$ cat config.mk
export PLATFORM = sky130hd
export DESIGN_NAME = lsa_unit
export DESIGN_NICKNAME = d
export VERILOG_FILES = /design/src/rtl/lsa_pkg.sv /design/src/rtl/lsa_rst_sync.sv /design/src/rtl/lsa_load_path.sv /design/src/rtl/lsa_store_path.sv /design/src/rtl/lsa_unit.sv
export SDC_FILE = /design/constraint.sdc
export NUM_CORES = 1
export LEC_CHECK = 0
export ABC_AREA = 0
export CORE_MARGIN = 8
export CORE_UTILIZATION = 65
export CTS_CLUSTER_DIAMETER = 150
export DETAILED_ROUTE_END_ITERATION = 16
export DONT_BUFFER_PORTS = 1
export PLACE_DENSITY = 0.84
export SYNTH_ARGS = -nofsm -noshare
export SYNTH_HDL_FRONTEND = slang
export SYNTH_SLANG_ARGS = --single-unit
$ cat constraint.sdc
create_clock -name clk -period 2.8 [get_ports clk]
set_input_delay 0.56 -clock clk [delete_from_list [all_inputs] [get_ports clk]]
set_output_delay 0.56 -clock clk [all_outputs]
set_load 0.01 [all_outputs]
$ cat src/rtl/lsa_pkg.sv
package lsa_pkg;
  typedef enum logic [3:0] {
    OP_LW   = 4'd0,
    OP_LH   = 4'd1,
    OP_LHU  = 4'd2,
    OP_LB   = 4'd3,
    OP_LBU  = 4'd4,
    OP_LWL  = 4'd5,
    OP_LWR  = 4'd6,
    OP_RSV7 = 4'd7,
    OP_SW   = 4'd8,
    OP_SH   = 4'd9,
    OP_RSVA = 4'd10,
    OP_SB   = 4'd11,
    OP_RSVC = 4'd12,
    OP_SWL  = 4'd13,
    OP_SWR  = 4'd14,
    OP_RSVF = 4'd15
  } lsa_op_e;
endpackage

$ cat src/rtl/lsa_rst_sync.sv
module lsa_rst_sync #(
  parameter int unsigned STAGES = 2
) (
  input  logic clk,
  input  logic rst_n,
  output logic rst_sync_n
);
  logic [STAGES-1:0] chain_q;

  always_ff @(posedge clk or negedge rst_n) begin
    if (!rst_n) chain_q <= '0;
    else        chain_q <= {chain_q[STAGES-2:0], 1'b1};
  end

  assign rst_sync_n = chain_q[STAGES-1];
endmodule

$ cat src/rtl/lsa_load_path.sv
module lsa_load_path
  import lsa_pkg::*;
#(
  parameter int unsigned DATA_W = 32,
  localparam int unsigned LANES = DATA_W / 8,
  localparam int unsigned OFS_W = $clog2(LANES)
) (
  input  lsa_op_e           op,
  input  logic [OFS_W-1:0]  ofs,
  input  logic [DATA_W-1:0] mem_word,
  input  logic [DATA_W-1:0] old_word,
  output logic [DATA_W-1:0] ld_data,
  output logic              misalign
);
  logic [7:0] mem_b [LANES];
  logic [7:0] old_b [LANES];
  logic [7:0] res_b [LANES];
  logic [DATA_W-1:0] ext_word;
  logic              use_ext;

  for (genvar g = 0; g < LANES; g++) begin : g_unpack
    assign mem_b[g] = mem_word[DATA_W-1-8*g -: 8];
    assign old_b[g] = old_word[DATA_W-1-8*g -: 8];
  end

  always_comb begin
    int unsigned k;
    int unsigned rshift;
    logic [15:0] half;
    logic [7:0]  byt;
    k        = int'(ofs);
    rshift   = LANES - 1 - k;
    misalign = 1'b0;
    use_ext  = 1'b0;
    ext_word = '0;
    half     = '0;
    byt      = '0;
    for (int i = 0; i < LANES; i++) res_b[i] = old_b[i];
    case (op)
      OP_LW: begin
        if (ofs != '0) misalign = 1'b1;
        else for (int i = 0; i < LANES; i++) res_b[i] = mem_b[i];
      end
      OP_LH, OP_LHU: begin
        if (ofs[0]) misalign = 1'b1;
        else begin
          half     = {mem_b[k], mem_b[(k+1) % LANES]};
          use_ext  = 1'b1;
          ext_word = {{(DATA_W-16){(op == OP_LH) & half[15]}}, half};
        end
      end
      OP_LB, OP_LBU: begin
        byt      = mem_b[k];
        use_ext  = 1'b1;
        ext_word = {{(DATA_W-8){(op == OP_LB) & byt[7]}}, byt};
      end
      OP_LWL: begin
        for (int i = 0; i < LANES; i++)
          if (i + k < LANES) res_b[i] = mem_b[i+k];
      end
      OP_LWR: begin
        for (int i = 0; i < LANES; i++)
          if (i >= rshift) res_b[i] = mem_b[i-rshift];
      end
      OP_SW, OP_SH, OP_SB, OP_SWL, OP_SWR: begin
        for (int i = 0; i < LANES; i++) res_b[i] = '0;
      end
      default: ;
    endcase
  end

  always_comb begin
    ld_data = ext_word;
    if (!use_ext)
      for (int i = 0; i < LANES; i++) ld_data[DATA_W-1-8*i -: 8] = res_b[i];
  end
endmodule

$ cat src/rtl/lsa_store_path.sv
module lsa_store_path
  import lsa_pkg::*;
#(
  parameter int unsigned DATA_W = 32,
  localparam int unsigned LANES = DATA_W / 8,
  localparam int unsigned OFS_W = $clog2(LANES)
) (
  input  lsa_op_e           op,
  input  logic [OFS_W-1:0]  ofs,
  input  logic [DATA_W-1:0] src_word,
  output logic [DATA_W-1:0] wdata,
  output logic [LANES-1:0]  be,
  output logic              misalign
);
  logic [7:0] src_b [LANES];
  logic [7:0] out_b [LANES];
  logic       lane_en [LANES];

  for (genvar g = 0; g < LANES; g++) begin : g_unpack
    assign src_b[g] = src_word[DATA_W-1-8*g -: 8];
  end

  always_comb begin
    int unsigned k;
    int unsigned rshift;
    k        = int'(ofs);
    rshift   = LANES - 1 - k;
    misalign = 1'b0;
    for (int i = 0; i < LANES; i++) begin
      out_b[i]   = '0;
      lane_en[i] = 1'b0;
    end
    case (op)
      OP_SW: begin
        if (ofs != '0) misalign = 1'b1;
        else for (int i = 0; i < LANES; i++) begin
          out_b[i]   = src_b[i];
          lane_en[i] = 1'b1;
        end
      end
      OP_SH: begin
        if (ofs[0]) misalign = 1'b1;
        else for (int i = 0; i < LANES; i++) begin
          out_b[i]   = src_b[LANES-2 + (i % 2)];
          lane_en[i] = (i == k) || (i == k + 1);
        end
      end
      OP_SB: begin
        for (int i = 0; i < LANES; i++) begin
          out_b[i]   = src_b[LANES-1];
          lane_en[i] = (i == k);
        end
      end
      OP_SWL: begin
        for (int i = 0; i < LANES; i++)
          if (i >= k) begin
            out_b[i]   = src_b[i-k];
            lane_en[i] = 1'b1;
          end
      end
      OP_SWR: begin
        for (int i = 0; i < LANES; i++)
          if (i <= k) begin
            out_b[i]   = src_b[i+rshift];
            lane_en[i] = 1'b1;
          end
      end
      default: ;
    endcase
  end

  always_comb begin
    for (int i = 0; i < LANES; i++) begin
      wdata[DATA_W-1-8*i -: 8] = out_b[i];
      be[LANES-1-i]            = lane_en[i];
    end
  end
endmodule

$ cat src/rtl/lsa_unit.sv
module lsa_unit
  import lsa_pkg::*;
#(
  parameter int unsigned DATA_W = 32,
  localparam int unsigned LANES = DATA_W / 8,
  localparam int unsigned OFS_W = $clog2(LANES)
) (
  input  logic              clk,
  input  logic              rst_n,
  input  logic              req_valid,
  input  logic [3:0]        req_op,
  input  logic [OFS_W-1:0]  req_addr_lo,
  input  logic [DATA_W-1:0] mem_rdata,
  input  logic [DATA_W-1:0] reg_old,
  input  logic [DATA_W-1:0] reg_src,
  output logic              rsp_valid,
  output logic [DATA_W-1:0] rsp_ld_data,
  output logic [DATA_W-1:0] rsp_wdata,
  output logic [LANES-1:0]  rsp_be,
  output logic              rsp_misalign
);
  logic              rst_sync_n;
  lsa_op_e           op;
  logic [DATA_W-1:0] ld_d, wd_d;
  logic [LANES-1:0]  be_d;
  logic              ld_mis, st_mis;
  logic [DATA_W-1:0] ld_n, wd_n;
  logic [LANES-1:0]  be_n;
  logic              mis_n, vld_n;
  logic [3:0]        op_q, op_n;

  assign op = lsa_op_e'(req_op);

  lsa_rst_sync #(.STAGES(2)) u_rst (
    .clk(clk), .rst_n(rst_n), .rst_sync_n(rst_sync_n)
  );

  lsa_load_path #(.DATA_W(DATA_W)) u_load (
    .op(op), .ofs(req_addr_lo), .mem_word(mem_rdata), .old_word(reg_old),
    .ld_data(ld_d), .misalign(ld_mis)
  );

  lsa_store_path #(.DATA_W(DATA_W)) u_store (
    .op(op), .ofs(req_addr_lo), .src_word(reg_src),
    .wdata(wd_d), .be(be_d), .misalign(st_mis)
  );

  // next-state: capture on request, hold otherwise
  always_comb begin
    vld_n = req_valid;
    ld_n  = rsp_ld_data;
    wd_n  = rsp_wdata;
    be_n  = rsp_be;
    mis_n = rsp_misalign;
    op_n  = op_q;
    if (req_valid) begin
      ld_n  = ld_d;
      wd_n  = wd_d;
      be_n  = be_d;
      mis_n = ld_mis | st_mis;
      op_n  = req_op;
    end
  end

  always_ff @(posedge clk or negedge rst_sync_n) begin
    if (!rst_sync_n) begin
      rsp_valid    <= 1'b0;
      rsp_ld_data  <= '0;
      rsp_wdata    <= '0;
      rsp_be       <= '0;
      rsp_misalign <= 1'b0;
      op_q         <= '0;
    end else begin
      rsp_valid    <= vld_n;
      rsp_ld_data  <= ld_n;
      rsp_wdata    <= wd_n;
      rsp_be       <= be_n;
      rsp_misalign <= mis_n;
      op_q         <= op_n;
    end
  end


  rsp_follows_req_chk: assert property (@(posedge clk) disable iff (!rst_sync_n)
    req_valid |=> rsp_valid);

  no_spurious_rsp_chk: assert property (@(posedge clk) disable iff (!rst_sync_n)
    !req_valid |=> !rsp_valid);

  misalign_kills_be_chk: assert property (@(posedge clk) disable iff (!rst_sync_n)
    rsp_misalign |-> (rsp_be == '0));

  unsigned_byte_zero_chk: assert property (@(posedge clk) disable iff (!rst_sync_n)
    (rsp_valid && op_q == 4'(OP_LBU)) |-> (rsp_ld_data[DATA_W-1:8] == '0));

  byte_store_one_lane_chk: assert property (@(posedge clk) disable iff (!rst_sync_n)
    (rsp_valid && op_q == 4'(OP_SB)) |-> ($countones(rsp_be) == 1));

  load_no_write_chk: assert property (@(posedge clk) disable iff (!rst_sync_n)
    (rsp_valid && !op_q[3]) |-> (rsp_be == '0));
endmodule

**Yosys cells after proc, flatten, opt, wreduce, memory -nomap -nowiden**

Cells that the tools add are included.

- Register bits: 72
- Bits of input ports: 105

- $add $sub $neg: 14
- Order comparisons: 30
- Equal/unequal tests: 17
- Multiplexer cells: 85
- Bitwise logic cells: 19
- Reductions and logical operators: 11

Operators by type and width:

| kind | count |
|---|---|
| $ge 33x3->1 const B | 16 |
| $not 32->33 | 14 |
| $mux 8 | 46 |
| $bmux 8 s2 | 16 |
| $mux 32 | 5 |
| $pmux 32 s5 | 1 |
| $pmux 32 s4 | 1 |
| $lt 32x3->1 const B | 3 |
| $not 2->33 | 2 |
| $add 2x32->32 const A | 2 |
| $eq 2x32->1 const A | 2 |
| $ge 1x32->1 const A | 2 |
| $ge 2x32->1 const A | 2 |
| $pmux 32 s2 | 1 |
| $sub 1x32->32 const A | 2 |
| $sub 2x32->32 const A | 2 |
| $add 1x32->32 const A | 1 |
| $eq 1x32->1 const A | 1 |
| $logic_not 32->1 | 1 |
| $eq 4x4->1 const B | 5 |
| $pmux 4 s5 | 1 |
| $eq 4x3->1 const B | 3 |
| $mux 1 | 9 |
| $eq 4x2->1 const B | 2 |
| 22 further kinds | 36 |

**Depth between registers and ports, before layout**

- Depth in word-level cells: 9
- Gate-level depth with buffers: 14
- Gate-level depth less buffers: 7

**Modules after synthesis**

Synthesis repeated with hierarchy kept, for this count alone.

- Cells, all modules: 785
- Area, all modules: 7,943.9 µm²

By module, submodules not included:

| module | times used | cells an instance | area each (µm²) |
|---|---|---|---|
| lsa_unit | 1 | 149 | 2,936.6 |
| lsa_load_path | 1 | 395 | 2,919.0 |
| lsa_store_path | 1 | 238 | 2,034.5 |
| lsa_rst_sync | 1 | 3 | 53.8 |

**Worst setup path after synthesis**

No wires, ideal clock.

- Path kind: input to register
- Start point: input port req_addr_lo[1]
- End point: register rsp_wdata[0]
- Arrival time: 3,143 ps
- Data required time: 2,668 ps
- Setup slack: -475 ps
- Cell stages on the path: 13
- Buffers on the path: 7
- Cell sequence: buf_2 > buf_4 > buf_2 > clkbuf_1 > inv_1 > ha_1 > buf_2 > buf_2 > buf_2 > mux4_2 > and3_1 > a221oi_1 > o2bb2ai_1

- Longest elaborated chain between the ends: 8
- Elaborated cells on any way between the ends: 15
- Classes of those cells: add/sub: 2; order compare: 1; mux: 9; bitwise: 2; reduce/logical: 1

Ends and longest elaborated chain:

| what | RTL line | RTL |
|---|---|---|
| from (decl) | lsa_unit.sv:12 | `input logic [OFS_W-1:0] req_addr_lo,` |
| $sub 2x2->3 | lsa_store_path.sv:27, lsa_store_path.sv:57 |  |
| $add 2x32->32 | lsa_store_path.sv:64 | `out_b[i] = src_b[i+rshift];` |
| $not 32->33 (implied by the code) | lsa_store_path.sv:64 |  |
| $bmux 8 s2 | lsa_store_path.sv:64 |  |
| $mux 8 (implied by the code) (2 in a row) | lsa_store_path.sv:64 |  |
| $mux 8 | lsa_store_path.sv:63 | `if (i <= k) begin` |
| $pmux 32 s5 (*) | lsa_store_path.sv:33 | `case (op)` |
| to (signal assigned) | lsa_unit.sv:76 | `rsp_wdata <= wd_n;` |
| to (decl) | lsa_unit.sv:18 | `output logic [DATA_W-1:0] rsp_wdata,` |

Every way passes the cells marked *; elsewhere a longest branch is shown, timed or not. The select of a mux whose other input is x is not followed.
A chain may end at the register's enable or synchronous reset.

**Worst setup path in the final report**

- Start point: input port req_addr_lo[0]
- End point: register rsp_ld_data[3]

- Longest elaborated chain between the ends: 9
- Elaborated cells on any way between the ends: 32
- Classes of those cells: add/sub: 4; order compare: 2; mux: 21; bitwise: 4; reduce/logical: 1

Ends and longest elaborated chain:

| what | RTL line | RTL |
|---|---|---|
| $sub 2x2->3 | lsa_load_path.sv:32 | `rshift = LANES - 1 - k;` |
| $sub 2x32->32 | lsa_load_path.sv:63 | `if (i >= rshift) res_b[i] = mem_b[i-rshift];` |
| $not 32->33 (implied by the code) | lsa_load_path.sv:63 |  |
| $bmux 8 s2 | lsa_load_path.sv:63 |  |
| $mux 8 (implied by the code) (2 in a row) | lsa_load_path.sv:63 |  |
| $mux 8 | lsa_load_path.sv:63 |  |
| $pmux 32 s4 | lsa_load_path.sv:39 | `case (op)` |
| $mux 32 (*) | lsa_load_path.sv:74 | `if (!use_ext)` |
| to (signal assigned) | lsa_unit.sv:75 | `rsp_ld_data <= ld_n;` |
| to (decl) | lsa_unit.sv:17 | `output logic [DATA_W-1:0] rsp_ld_data,` |

Marks and branches as above.

==> metrics.cfg <==
[final_layout]
layoutNonFillerInstCount = 857
final_design_area_no_fill_um2 = 7418
num_antenna_cells = 0
finalNetCount = 824
drive_above_1_share = 0.1883
layout_stage_area_growth_over_the_synthesis_result_pct = 3.799
core_util_final = 0.6873

[die]
initial_utilization = 0.6622
rows = 38
die_x_um = 120.9
die_y_um = 120.9
die-area_um2 = 14610
core-area_um2 = 10790
pin_count = 175

[yosys]
yosys.area.top_type_share = 0.2521
cell_accounting_for_the_most_synthesized_area = sky130_fd_sc_hd__dfrtp_1
synth_area_um2 = 7147
ys.warnings.count = 0
synthArstFlopShare = 1.000
synth-seq-cells = 72
post_synthesis_cell_count = 753
avgSynthCellArea_um2 = 9.491
synth-main-ff-cell = sky130_fd_sc_hd__dfrtp_1
yosys-top-cells-count = sky130_fd_sc_hd__dfrtp_1, sky130_fd_sc_hd__nand2_1, sky130_fd_sc_hd__mux4_2, sky130_fd_sc_hd__a21oi_1, sky130_fd_sc_hd__nor2_1
synth_sequential_area_ratio = 0.2521
yosysMostFrequentCell = sky130_fd_sc_hd__dfrtp_1
synth_nets = 865
synth-edff-count = 0
synth.lib_cells_used.distinct = 60
synthTopCellsByArea = sky130_fd_sc_hd__dfrtp_1, sky130_fd_sc_hd__mux4_2, sky130_fd_sc_hd__mux2i_1, sky130_fd_sc_hd__a21oi_1, sky130_fd_sc_hd__nand2_1

[global_routing]
globalRouteOverflowTotal = 0
grt_use_total = 0.3426
grt_pass1_wl_mm = 39.32
grt_pass1_vias = 6561
antenna_violations_before_repair = 0
maximum_number_of_pins_on_one_net_before_global_route_repair = 82

[clock_tree]
post_cts.repair.setup_buffers = 0
clock_latency_ns = 0.37
cts_tree = yes
post_cts.resized_instances = 0
clock-root-buffer = sky130_fd_sc_hd__clkbuf_8
clock_tree.buffer_depth = 2
clkTransAtPathRegs_ns = 0.08
htree_levels = 3
cts_sinks = 72
cts_buffers = 9

[sta]
hold_viol = 0
timing.max_slew.rel_slack = 0.3394
post-route-worst-setup-slack_ns = 0.6180
finClkSkew_ns = 0.006839
hold-worst-slack_ns = 0.2129
grt_setup_unrepaired = no
final_period_minus_worst_setup_slack_ns = 2.182
tightest_slew_ns = 0.9908
final_layout_setup_total_negative_slack_ns = 0
clock.fmax_mhz = 458.3
period_share = 0.7793
setup_violations = 0
report.final.slew_viol_count = 0

[power]
ir_worst_vdd_v = 0.0003678
total_leakage_power_nw = 2.940
power_density_nw_per_um2 = 425.3
finalPower_mw = 3.155

[route]
drt-initial-drc-count = 1224
drt-wirelength-per-cell_um = 29.85
detail_route.first_pass.iterations = 9
drc_errors = 0
drtAntennaViolNets = 0
detail_route.wirelength_mm = 25.59
route.vias.total = 7206
vias_per_cell = 8.408

[place]
dp.cells = 840
port_buffers = 0
replace_congestion = 1.019
pre_cts_ws_ns = 0.3037
placed_cell_area_um2 = 7162
dp.final_hpwl_mm = 17.96

[worst_setup_path]
critPathKind = in -> reg
critical_path.cell_chain = inv_1 -> ha_2 -> buf_4 -> mux4_2 -> a32oi_1 -> nand4_1 -> o211ai_1 -> a21oi_1
arrival_ns = 2.43
cp-end-kind = register
critical_path_peak_fanout = 81
kind_of_start_point_of_the_critical_path = input port
timing.critical_path.slowest_stage_cell = sky130_fd_sc_hd__ha_2
path_delay_family = compound AO/OA/AOI/OAI gates
critical_path_buf_inv_count = 2
max_stage_delay_ns = 0.48
required_ns = 3.05

[status]
outcome = complete, no violations

[run]
drv_cap = 0

[hold_path]
hold_class = in -> reg

==> what timing repair did <==
item | in CTS | in global routing
hold endpoints to repair | 2 | 0
setup endpoints to repair | 0 | 0
hold buffers | 1 | 0
==> metal layers <==
| metal | up-vias | share of wire | track usage |
|---|---|---|---|
| li1 | 2929 | - | - |
| met1 | 3408 | 0.36 | 0.4683 |
| met2 | 786 | 0.42 | 0.4667 |
| met3 | 83 | 0.19 | 0.1568 |
| met4 | 0 | 0.024 | 0.1179 |
| met5 | - | 0 | 0 |
==> worst paths after layout <==
path	cells after the start	startpoint	slack [ns]	end
setup / recovery	8	req_addr_lo[0]	0.62	rsp_ld_data[3]
hold / removal	0	req_valid	0.21	rsp_valid
setup reg to reg	1	u_rst.chain_q[1]	1.62	rsp_be[1]
hold reg to reg	0	u_rst.chain_q[0]	0.36	u_rst.chain_q[1]
max in group asynchronous	1	u_rst.chain_q[1]	1.62	rsp_be[1]
min in group asynchronous	0	u_rst.chain_q[1]	0.38	rsp_ld_data[23]
==> area by class of cell <==
type,instances,area [um^2]
clock buffers,11,141.4
flip-flops and latches,72,1803
multi-input cells,591,4927
fillers,813,3374
inverters,9,33.78
clock inverters,5,105.1
repair buffers,29,232.7
well taps,140,175.2
==> placed cells by master, fill, tap and decap left out, types with 7 or more instances in the layout <==
cell type and instances:
sky130_fd_sc_hd__a31oi_1 21, sky130_fd_sc_hd__and3b_1 8, sky130_fd_sc_hd__a221oi_1 20, sky130_fd_sc_hd__buf_4 27
sky130_fd_sc_hd__a21o_1 23, sky130_fd_sc_hd__o22ai_1 8, sky130_fd_sc_hd__o2bb2ai_1 19, sky130_fd_sc_hd__a211oi_1 16
sky130_fd_sc_hd__mux2_2 17, sky130_fd_sc_hd__a32oi_1 7, sky130_fd_sc_hd__a222oi_1 10, sky130_fd_sc_hd__mux2i_1 48
sky130_fd_sc_hd__nand3_1 11, sky130_fd_sc_hd__inv_1 9, sky130_fd_sc_hd__dfrtp_1 71, sky130_fd_sc_hd__nor2_1 51
sky130_fd_sc_hd__nand4_1 8, sky130_fd_sc_hd__o21ai_0 36, sky130_fd_sc_hd__and3_1 11, sky130_fd_sc_hd__clkbuf_8 10
sky130_fd_sc_hd__mux4_2 56, sky130_fd_sc_hd__o211ai_1 8, sky130_fd_sc_hd__a22oi_1 23, sky130_fd_sc_hd__o221ai_1 18
sky130_fd_sc_hd__a21oi_1 53, sky130_fd_sc_hd__nand2_1 67
==> logic make-up after synthesis <==
logic type | synth area share
buffers and inverters | 0.06092
XOR/XNOR | 0.003677
flip-flops | 0.2521
other | 0.0005247
AO/OA/AOI/OAI | 0.2722
multiplexers | 0.2705
adder cells (fa/ha/maj) | 0.01365
AND/OR/NAND/NOR | 0.1264
==> flip-flops by register name (all words and copies together) (netlist names) <==
| name | count |
|---|---|
| rsp_be | 4 |
| rsp_misalign | 1 |
| rsp_valid | 1 |
| rsp_ld_data | 32 |
| u_rst.chain_q | 2 |
| rsp_wdata | 32 |
==> report_power, final <==
group | internal (mW) | switching (mW) | leakage (nW)
sequential | 1.13 | 0.148 | 0.916
clock | 0.617 | 0.431 | 0.116
combinational | 0.397 | 0.428 | 1.91
total | 2.15 | 1.01 | 2.94
Note: power is estimated with default switching activity, not from simulation.
